$ cat config.mk
export PLATFORM = sky130hd
export DESIGN_NAME = gtmr_timer13
export DESIGN_NICKNAME = d
export VERILOG_FILES = /design/src/rtl/gtmr_pkg.sv /design/src/rtl/gtmr_sync.sv /design/src/rtl/gtmr_pin_edge.sv /design/src/rtl/gtmr_run_ctl.sv /design/src/rtl/gtmr_count.sv /design/src/rtl/gtmr_timer13.sv
export SDC_FILE = /design/constraint.sdc
export NUM_CORES = 1
export LEC_CHECK = 0
export ABC_CLOCK_PERIOD_IN_PS = 3000
export BUFFER_PORTS_ARGS = -buffer_cell sky130_fd_sc_hd__buf_4
export CAP_MARGIN = 10
export CORE_AREA = 2 2 56 58
export CTS_CLUSTER_SIZE = 10
export DETAILED_ROUTE_END_ITERATION = 16
export DIE_AREA = 0 0 58 60
export PLACE_DENSITY = 0.71
export SLEW_MARGIN = 10
export SYNTH_ARGS = -nofsm -noshare
export SYNTH_HDL_FRONTEND = slang
export SYNTH_SLANG_ARGS = --single-unit
$ cat constraint.sdc
create_clock -name clk -period 3 [get_ports clk]
set_input_delay 0.6 -clock clk [delete_from_list [all_inputs] [get_ports clk]]
set_output_delay 0.6 -clock clk [all_outputs]
set_load 0.01 [all_outputs]
$ cat src/rtl/gtmr_pkg.sv
// Package: shared register map, control bit positions and types for the
// gated 13-bit counter/timer. Assumes a 2-bit register address.
package gtmr_pkg;

    localparam int unsigned REG_ADDR_W = 2;

    localparam logic [REG_ADDR_W-1:0] ADDR_CNT_LO = 2'd0;
    localparam logic [REG_ADDR_W-1:0] ADDR_CNT_HI = 2'd1;
    localparam logic [REG_ADDR_W-1:0] ADDR_CTRL   = 2'd2;

    localparam int unsigned CB_RUN  = 0;
    localparam int unsigned CB_GATE = 1;
    localparam int unsigned CB_PIN  = 2;
    localparam int unsigned CB_SYS  = 3;
    localparam int unsigned CB_POL  = 4;
    localparam int unsigned CB_FLAG = 5;
    localparam int unsigned CTRL_W  = 5;

    typedef enum logic [1:0] {
        SRC_PRESC  = 2'd0,
        SRC_SYSCLK = 2'd1,
        SRC_PIN    = 2'd2
    } src_e;

    // Field order matches the CB_* bit positions (run is bit 0).
    typedef struct packed {
        logic pol;
        logic sys_sel;
        logic pin_sel;
        logic gate_en;
        logic run;
    } ctrl_t;

    // Resolve the two select bits into one source code; the pin select dominates.
    function automatic src_e pick_src(input ctrl_t c);
        if (c.pin_sel)      return SRC_PIN;
        else if (c.sys_sel) return SRC_SYSCLK;
        else                return SRC_PRESC;
    endfunction

endpackage

$ cat src/rtl/gtmr_sync.sv
// Module: gtmr_sync
// Multi-flop synchroniser for one asynchronous level. Resets to 0.
// Assumes STAGES >= 1; latency is STAGES rising edges.
module gtmr_sync #(
    parameter int unsigned STAGES = 2
) (
    input  logic clk,
    input  logic rst_n,
    input  logic d,
    output logic q
);

    logic [STAGES-1:0] chain_q;

    // Shift the sampled level along the chain.
    always_ff @(posedge clk) begin
        if (!rst_n) begin
            chain_q <= '0;
        end else begin
            chain_q[0] <= d;
            for (int i = 1; i < STAGES; i++) begin
                chain_q[i] <= chain_q[i-1];
            end
        end
    end

    assign q = chain_q[STAGES-1];

endmodule

$ cat src/rtl/gtmr_pin_edge.sv
// Module: gtmr_pin_edge
// Synchronises the external count pin and flags a high-to-low transition
// for one cycle. Assumes the pin is slow relative to clk (at most one edge
// is reported per clock by construction of the previous/current compare).
module gtmr_pin_edge #(
    parameter int unsigned STAGES = 2
) (
    input  logic clk,
    input  logic rst_n,
    input  logic pin,
    output logic fall
);

    logic pin_s;
    logic prev_q;

    gtmr_sync #(.STAGES(STAGES)) u_pin_sync (
        .clk   (clk),
        .rst_n (rst_n),
        .d     (pin),
        .q     (pin_s)
    );

    // Hold the previous synchronised level for edge comparison.
    always_ff @(posedge clk) begin
        if (!rst_n) prev_q <= 1'b0;
        else        prev_q <= pin_s;
    end

    assign fall = prev_q & ~pin_s;

    AST_SINGLE_FALL: assert property (@(posedge clk) disable iff (!rst_n)
        fall |=> !fall);

endmodule

$ cat src/rtl/gtmr_run_ctl.sv
// Module: gtmr_run_ctl
// Combines the run bit, the optional polarity-adjusted gate and the chosen
// count source into a single increment request. Purely combinational.
// Assumes gate_s and pin_fall are already synchronous to clk.
module gtmr_run_ctl
    import gtmr_pkg::*;
(
    input  ctrl_t ctrl,
    input  logic  gate_s,
    input  logic  pin_fall,
    input  logic  presc_tick,
    output logic  inc
);

    logic gate_active;
    logic enabled;
    src_e src;

    // Decide whether the counter may run this cycle.
    always_comb begin
        gate_active = gate_s ^ ctrl.pol;
        enabled     = ctrl.run & (~ctrl.gate_en | gate_active);
        src         = pick_src(ctrl);
    end

    // Pick the per-cycle count event for the selected source.
    always_comb begin
        case (src)
            SRC_PIN:    inc = enabled & pin_fall;
            SRC_SYSCLK: inc = enabled;
            SRC_PRESC:  inc = enabled & presc_tick;
            default:    inc = 1'b0;
        endcase
    end

endmodule

$ cat src/rtl/gtmr_count.sv
// Module: gtmr_count
// Split low/high counter with write-over-increment priority and the sticky
// overflow flag. Assumes HI_W >= LO_W so the write data covers both parts.
module gtmr_count #(
    parameter int unsigned LO_W = 5,
    parameter int unsigned HI_W = 8
) (
    input  logic            clk,
    input  logic            rst_n,
    input  logic            inc,
    input  logic            wr_lo,
    input  logic            wr_hi,
    input  logic [HI_W-1:0] wdata,
    input  logic            flag_wr,
    input  logic            flag_wdata,
    input  logic            ack,
    output logic [LO_W-1:0] lo,
    output logic [HI_W-1:0] hi,
    output logic            flag
);

    localparam int unsigned CNT_W = LO_W + HI_W;
    localparam logic [CNT_W-1:0] CNT_MAX = '1;

    logic [CNT_W-1:0] cnt_q;
    logic             flag_q;
    logic             wr_any;
    logic             step;
    logic             ovf;

    // Resolve priority: any part write suppresses the increment.
    always_comb begin
        wr_any = wr_lo | wr_hi;
        step   = inc & ~wr_any;
        ovf    = step & (cnt_q == CNT_MAX);
    end

    // Update the count from a write or from one step.
    always_ff @(posedge clk) begin
        if (!rst_n) begin
            cnt_q <= '0;
        end else if (wr_any) begin
            if (wr_lo) cnt_q[LO_W-1:0]     <= wdata[LO_W-1:0];
            if (wr_hi) cnt_q[CNT_W-1:LO_W] <= wdata;
        end else if (step) begin
            cnt_q <= cnt_q + 1'b1;
        end
    end

    // Keep the overflow flag; a new overflow beats any clear.
    always_ff @(posedge clk) begin
        if (!rst_n)       flag_q <= 1'b0;
        else if (ovf)     flag_q <= 1'b1;
        else if (ack)     flag_q <= 1'b0;
        else if (flag_wr) flag_q <= flag_wdata;
    end

    assign lo   = cnt_q[LO_W-1:0];
    assign hi   = cnt_q[CNT_W-1:LO_W];
    assign flag = flag_q;

    AST_WRAP_ZERO: assert property (@(posedge clk) disable iff (!rst_n)
        (inc && !wr_lo && !wr_hi && cnt_q == CNT_MAX) |=> (cnt_q == '0 && flag_q));
    AST_STEP_ONE: assert property (@(posedge clk) disable iff (!rst_n)
        (inc && !wr_lo && !wr_hi && cnt_q != CNT_MAX) |=> cnt_q == CNT_W'($past(cnt_q) + 1'b1));
    AST_HOLD_IDLE: assert property (@(posedge clk) disable iff (!rst_n)
        (!inc && !wr_lo && !wr_hi) |=> $stable(cnt_q));
    AST_LO_WRITE_WINS: assert property (@(posedge clk) disable iff (!rst_n)
        wr_lo |=> lo == $past(wdata[LO_W-1:0]));
    AST_HI_KEEPS_ON_LO_WRITE: assert property (@(posedge clk) disable iff (!rst_n)
        (wr_lo && !wr_hi) |=> $stable(hi));
    AST_FLAG_STICKY: assert property (@(posedge clk) disable iff (!rst_n)
        (flag_q && !ack && !flag_wr) |=> flag_q);

endmodule

$ cat src/rtl/gtmr_timer13.sv
// Module: gtmr_timer13 (top)
// 13-bit gated counter/timer with register port, three count sources,
// polarity-selectable gate and sticky overflow interrupt.
// Assumes DATA_W >= HI_W >= LO_W and DATA_W >= 6 for the control byte.
module gtmr_timer13
    import gtmr_pkg::*;
#(
    parameter int unsigned LO_W        = 5,
    parameter int unsigned HI_W        = 8,
    parameter int unsigned DATA_W      = 8,
    parameter int unsigned SYNC_STAGES = 2
) (
    input  logic                  clk,
    input  logic                  rst_n,
    input  logic                  wr_en,
    input  logic [REG_ADDR_W-1:0] wr_addr,
    input  logic [DATA_W-1:0]     wr_data,
    input  logic [REG_ADDR_W-1:0] rd_addr,
    output logic [DATA_W-1:0]     rd_data,
    input  logic                  cnt_pin,
    input  logic                  gate_in,
    input  logic                  presc_tick,
    input  logic                  int_ack,
    output logic                  irq
);

    localparam int unsigned LO_PAD   = DATA_W - LO_W;
    localparam int unsigned HI_PAD   = DATA_W - HI_W;
    localparam int unsigned CTRL_PAD = DATA_W - CTRL_W - 1;

    ctrl_t           ctrl_q;
    logic            wr_lo;
    logic            wr_hi;
    logic            wr_ctrl;
    logic            gate_s;
    logic            pin_fall;
    logic            inc;
    logic [LO_W-1:0] cnt_lo;
    logic [HI_W-1:0] cnt_hi;
    logic            flag;

    // Decode the write strobe into per-register enables.
    always_comb begin
        wr_lo   = wr_en & (wr_addr == ADDR_CNT_LO);
        wr_hi   = wr_en & (wr_addr == ADDR_CNT_HI);
        wr_ctrl = wr_en & (wr_addr == ADDR_CTRL);
    end

    // Hold the control bits written by software.
    always_ff @(posedge clk) begin
        if (!rst_n)       ctrl_q <= '0;
        else if (wr_ctrl) ctrl_q <= ctrl_t'(wr_data[CTRL_W-1:0]);
    end

    gtmr_sync #(.STAGES(SYNC_STAGES)) u_gate_sync (
        .clk   (clk),
        .rst_n (rst_n),
        .d     (gate_in),
        .q     (gate_s)
    );

    gtmr_pin_edge #(.STAGES(SYNC_STAGES)) u_pin_edge (
        .clk   (clk),
        .rst_n (rst_n),
        .pin   (cnt_pin),
        .fall  (pin_fall)
    );

    gtmr_run_ctl u_run_ctl (
        .ctrl       (ctrl_q),
        .gate_s     (gate_s),
        .pin_fall   (pin_fall),
        .presc_tick (presc_tick),
        .inc        (inc)
    );

    gtmr_count #(.LO_W(LO_W), .HI_W(HI_W)) u_count (
        .clk        (clk),
        .rst_n      (rst_n),
        .inc        (inc),
        .wr_lo      (wr_lo),
        .wr_hi      (wr_hi),
        .wdata      (wr_data[HI_W-1:0]),
        .flag_wr    (wr_ctrl),
        .flag_wdata (wr_data[CB_FLAG]),
        .ack        (int_ack),
        .lo         (cnt_lo),
        .hi         (cnt_hi),
        .flag       (flag)
    );

    // Return the addressed register, zero-extended.
    always_comb begin
        case (rd_addr)
            ADDR_CNT_LO: rd_data = {{LO_PAD{1'b0}}, cnt_lo};
            ADDR_CNT_HI: rd_data = {{HI_PAD{1'b0}}, cnt_hi};
            ADDR_CTRL:   rd_data = {{CTRL_PAD{1'b0}}, flag, ctrl_q};
            default:     rd_data = '0;
        endcase
    end

    assign irq = flag;

    AST_STOPPED_HOLDS: assert property (@(posedge clk) disable iff (!rst_n)
        (!ctrl_q.run && !wr_lo && !wr_hi) |=> $stable({cnt_hi, cnt_lo}));
    AST_GATE_BLOCKS: assert property (@(posedge clk) disable iff (!rst_n)
        (ctrl_q.gate_en && !(gate_s ^ ctrl_q.pol) && !wr_lo && !wr_hi) |=> $stable({cnt_hi, cnt_lo}));
    AST_ACK_CLEARS: assert property (@(posedge clk) disable iff (!rst_n)
        (int_ack && !inc) |=> !irq);

endmodule

-- Word level (Yosys, flattened, before mapping)
Cells that the tools add are included.
W data, S select, Z words.
- bitwise operators: 15
- equal/unequal tests: 9
- reduce and logical (&&, ||, !) cells: 7
- mux-type cells: 11
- add/sub/neg operators: 1
- operators by type and width (cell ; number):
    $mux W13 ; 2
    $pmux W8 S3 ; 1
    $add A13 B1 Y13 const B ; 1
    $eq A13 B13 Y1 const B ; 1
    $and A1 B1 Y1 ; 9
    $mux W8 ; 1
    $eq A2 B1 Y1 const B ; 3
    $eq A2 B2 Y1 const B ; 3
    $logic_not A2 Y1 ; 3
    $mux W5 ; 1
    $mux W1 ; 4
    $ne A2 B1 Y1 const B ; 2
    $reduce_and A2 Y1 ; 2
    $not A1 Y1 ; 3
    $pmux W1 S3 ; 1
    $reduce_bool A3 Y1 ; 1
    $mux W2 ; 1
    $or A1 B1 Y1 ; 2
    $reduce_bool A2 Y1 ; 1
    $xor A1 B1 Y1 ; 1
- bits in registers: 24
- output and inout port bits: 9
- input port bits: 19

-- Depth between registers and ports, before layout
- word-level depth: 8
- gate-level depth with buffers: 6

-- Hierarchy
A second synthesis with hierarchy kept.
- cell total of the unflattened synthesis: 159
- area, all modules: 1397.6 um^2
- modules (own cells, without submodules) (module ; cells an instance ; area an instance (um^2) ; instances):
    gtmr_count ; 102 ; 848.3 ; 1
    gtmr_timer13 ; 42 ; 379.1 ; 1
    gtmr_sync ; 4 ; 52.6 ; 2
    gtmr_pin_edge ; 3 ; 36.3 ; 1
    gtmr_run_ctl ; 4 ; 28.8 ; 1

-- Worst setup path after synthesis
No wires, ideal clock.
- path kind: input-to-output
- from: in rd_addr[1]
- to: out rd_data[0]
- arrival time: 1326 ps
- buffers on the path: 2
- slack: 1074 ps
- cell stages on the path: 5
- cell sequence: clkbuf_1 > nor2b_1 > clkbuf_1 > nand2_1 > o21ai_0
- word-level cells in the longest chain between the ends: 2
- elaborated cells on any way between the ends: 4
- RTL lines (element ; line ; RTL):
    start, declared ; gtmr_timer13.sv:18 ; input logic [REG_ADDR_W-1:0] rd_addr,
    $eq A2 B2 Y1 (tied with other cells) ; gtmr_timer13.sv:94 ; case (rd_addr)
    $pmux W8 S3 (*) ; gtmr_timer13.sv:94 ;
    end, declared ; gtmr_timer13.sv:19 ; output logic [DATA_W-1:0] rd_data,
Mark *: on every way between the ends. The rest lies on a longest branch, timed or not.

-- Worst setup path in the final report
- from: in rd_addr[1]
- to: out rd_data[2]
The elaborated chain is that of the path after synthesis.

==> qor.yml <==
status: "finished, final reports clean"
clock_sinks: 24
ys_warn_count: 0
cpMostUsedCell: "buf_4"
holdBufCountCts: 0
rrSetupSlack_ns: 1.22
worstHoldEndpoint: "u_gate_sync.chain_q[1]"
worst_hold_slack_ns: 0.455
multi_input_area_sq_um: 867
hp-start: "u_gate_sync.chain_q[0]"
synthesis.nets: 193
critPathMaxStageDelay_ns: 0.49
crit_path_max_fanout: 8
p_seq_share_pct: 50.2
ioPinCount: 28
crit_type: "in -> out"
grt-ovfl-total: 0
gp_congestion: 0.903
skew_ns: 0.00318
crit_path_cell_trace: "buf_4 > nor2b_1 > nand2_1 > o21ai_0 > buf_4"
powerDensity_nw_per_um2: 404
grt_max_degree: 23
root_buffer: "clkbuf_4"
r2r_cells: 5
ys_seq_area_share_pct: 34.6
grt_pass1_vias: 1195
num_rows: 20
synth_cells: 173
nets: 218
fin_crit_ns: 2.20
die-area_sq_um: 3480
drv_cap: 0
finalCritPeriodShare_pct: 73.4
worst_slack_ns: 0.798
ff_latch_area_sq_um: 480
synth-seq-cells: 24
cts_max_level: 1
combPwrFrac_pct: 13.7
mostFrequentLayoutCell: "nand2_1"
detail_route.first_pass.iterations: 4
cell_internal_pwr_uw: 505
clk_pin_slew_ns: 0.14
cts_tree: "done"
clk_latency_ns: 0.32
syn-cell-area_sq_um: 1390
dp_slack_ns: 0.615
vias_per_cell: 5.86
ant_nets: 0
worst_ep_required_time_ns: 2.40
swShare_pct: 24.5
drt-total-wl_um: 3480
cp.arrival_ns: 1.60
drcViolationCount: 0
die_x_um: 58
antennaDiodeCount: 0
dr.first_iter.drc_count: 39
start_util_pct: 47.8
hold_depth: 1
worst_r2r_startpoint: "ctrl_q[2]"
core_sq_um: 2900
setup_viol: 0
power.total_uw: 669
die-height_um: 60
setup_tns_ns: 0
startpoint_type: "input port"
maxSlewViolCount: 0
rr_endpoint: "u_count.cnt_q[9]"
vias: 1347
cts_buffers: 3
antenna_found_initial: 0
cts_buffer_depth: 2
hpwl_um: 2600
yosysUniqueCellTypes: 40
cellLeakagePower_uw: 0.000632
p_clk_share_pct: 36.1
postCtsSetupBuffers: 0
synth_area_per_cell_sq_um: 8.03
p_sw_uw: 164
max_slew_margin_pct: 60.0
final_layout_size_suffix_gt1_share_pct: 21.3
hold_viol: 0
grt_pass1_wl_um: 5660
cp_slowest_cell: "nor2b_1"
rsz0062_at_grt: "no"
area_delta_synth_final_pct: 19.2
hold_class: "reg -> reg"
fillers: 260
port_buffers: 27
track_usage_pct: 21.5
crit_path_end_kind: "output port"
ir_worst_vdd_uv: 266
layout_common_cells: "32 x nand2_1, 28 x buf_4, 24 x dfxtp_1"
worst_pin_slew_ns: 0.599
fmax_ghz: 0.454
route.detailed.wl_per_inst_um: 15.1
cts.repair.resized: 0
==> registers in the layout (all words and copies together), names as in the netlist <==
signal / flops
u_count.cnt_q: 13
ctrl_q: 5
u_gate_sync.chain_q: 2
u_pin_edge.u_pin_sync.chain_q: 2
u_count.flag: 1
u_pin_edge.prev_q: 1
==> cells by family after synthesis <==
logic type               after synthesis  synth area share (%)
XOR/XNOR                               1                 0.631
AND/OR/NAND/NOR                       79                  28.0
AO/OA/AOI/OAI                         48                  25.0
adder cells (fa/ha/maj)                1                 0.901
flip-flops                            24                  34.6
multiplexers                          11                  7.93
buffers and inverters                  9                  2.97
==> metal layers <==
| layer | track usage (%) | vias up | wire length (um) |
|---|---|---|---|
| li1 | - | 669 | - |
| met1 | 29.7 | 638 | 1660 |
| met2 | 35.1 | 34 | 1650 |
| met3 | 2.16 | 6 | 121 |
| met4 | 7.31 | 0 | 46 |
| met5 | 0 | - | 0 |
==> through the flow <==
| step | instances | area, sq um | utilization [%] |
|---|---|---|---|
| 2_1_floorplan | 173 | 1390 | - |
| 3_3_place_gp | 226 | 1600 | 55.2 |
| 5_1_grt | 230 | 1660 | 57.0 |
| 6_report | 230 | 1660 | 57.0 |
| 4_1_cts | 230 | 1660 | 57.0 |
| 3_5_place_dp | 226 | 1600 | 55.2 |
==> synthesized netlist by cell type <==
master | count | share of area [%]
a21boi_2 | 1 | 0.81
a21o_1 | 2 | 1.1
a21oi_1 | 14 | 5.0
a21oi_4 | 1 | 1.2
a221oi_4 | 1 | 1.9
a22oi_1 | 1 | 0.54
a31oi_1 | 2 | 0.90
a32oi_1 | 1 | 0.63
and2_0 | 1 | 0.45
and2_1 | 8 | 3.6
buf_6 | 1 | 0.81
clkbuf_1 | 7 | 1.9
dfxtp_1 | 24 | 35
ha_1 | 1 | 0.90
inv_1 | 1 | 0.27
mux2i_1 | 11 | 7.9
nand2_1 | 32 | 8.6
nand2b_1 | 6 | 2.7
nand3_1 | 4 | 1.4
nand3_2 | 1 | 0.72
nand3b_1 | 2 | 1.1
nand4_1 | 1 | 0.45
nor2_1 | 14 | 3.8
nor2b_1 | 2 | 0.90
nor3_1 | 2 | 0.72
nor3_2 | 1 | 0.72
nor3b_1 | 1 | 0.54
nor4_2 | 1 | 0.90
o211ai_1 | 2 | 1.1
o21a_1 | 1 | 0.54
o21ai_0 | 9 | 3.2
o221a_2 | 2 | 1.6
o22ai_1 | 2 | 0.90
o31a_1 | 2 | 1.3
o31ai_1 | 2 | 1.1
o32ai_1 | 3 | 1.9
o41ai_1 | 2 | 1.3
or2_0 | 1 | 0.45
or2_2 | 2 | 0.90
xnor2_1 | 1 | 0.63
==> critical path: cells and delay by family <==
kind | cells | cell delay [ns]
AND/OR/NAND/NOR | 2 | 0.60
AO/OA/AOI/OAI | 1 | 0.10
buffers and inverters | 2 | 0.31
==> how the worst max path moves through the flow <==
stage,slack (ns),end,startpoint
after floorplan,1.07,rd_data[0],rd_addr[1]
after CTS,0.80,rd_data[2],rd_addr[1]
final,0.80,rd_data[2],rd_addr[1]
after global routing,0.73,rd_data[3],rd_addr[1]
after detailed placement,0.62,u_count.cnt_q[9],wr_addr[1]
after global placement,0.72,u_count.cnt_q[9],wr_addr[1]
==> power by group through the flow <==
stage                     Sequential [uW]  Combinational, uW  Clock (uW)
final                                 336               91.6         241
after global routing                  337                101         254
after CTS                             336               91.3         247
after detailed placement              343               91.1           0
after global placement                342               88.9           0
after floorplan                       340               55.7           0
==> final cells by class <==
class / count / area share (%)
multi-input cells: 140 / 52.4
flip-flops and latches: 24 / 29.0
repair buffers: 28 / 12.7
well taps: 33 / 2.49
clock inverters: 1 / 1.81
clock buffers: 3 / 1.36
inverters: 1 / 0.227
(Power assumes the default switching activity.)
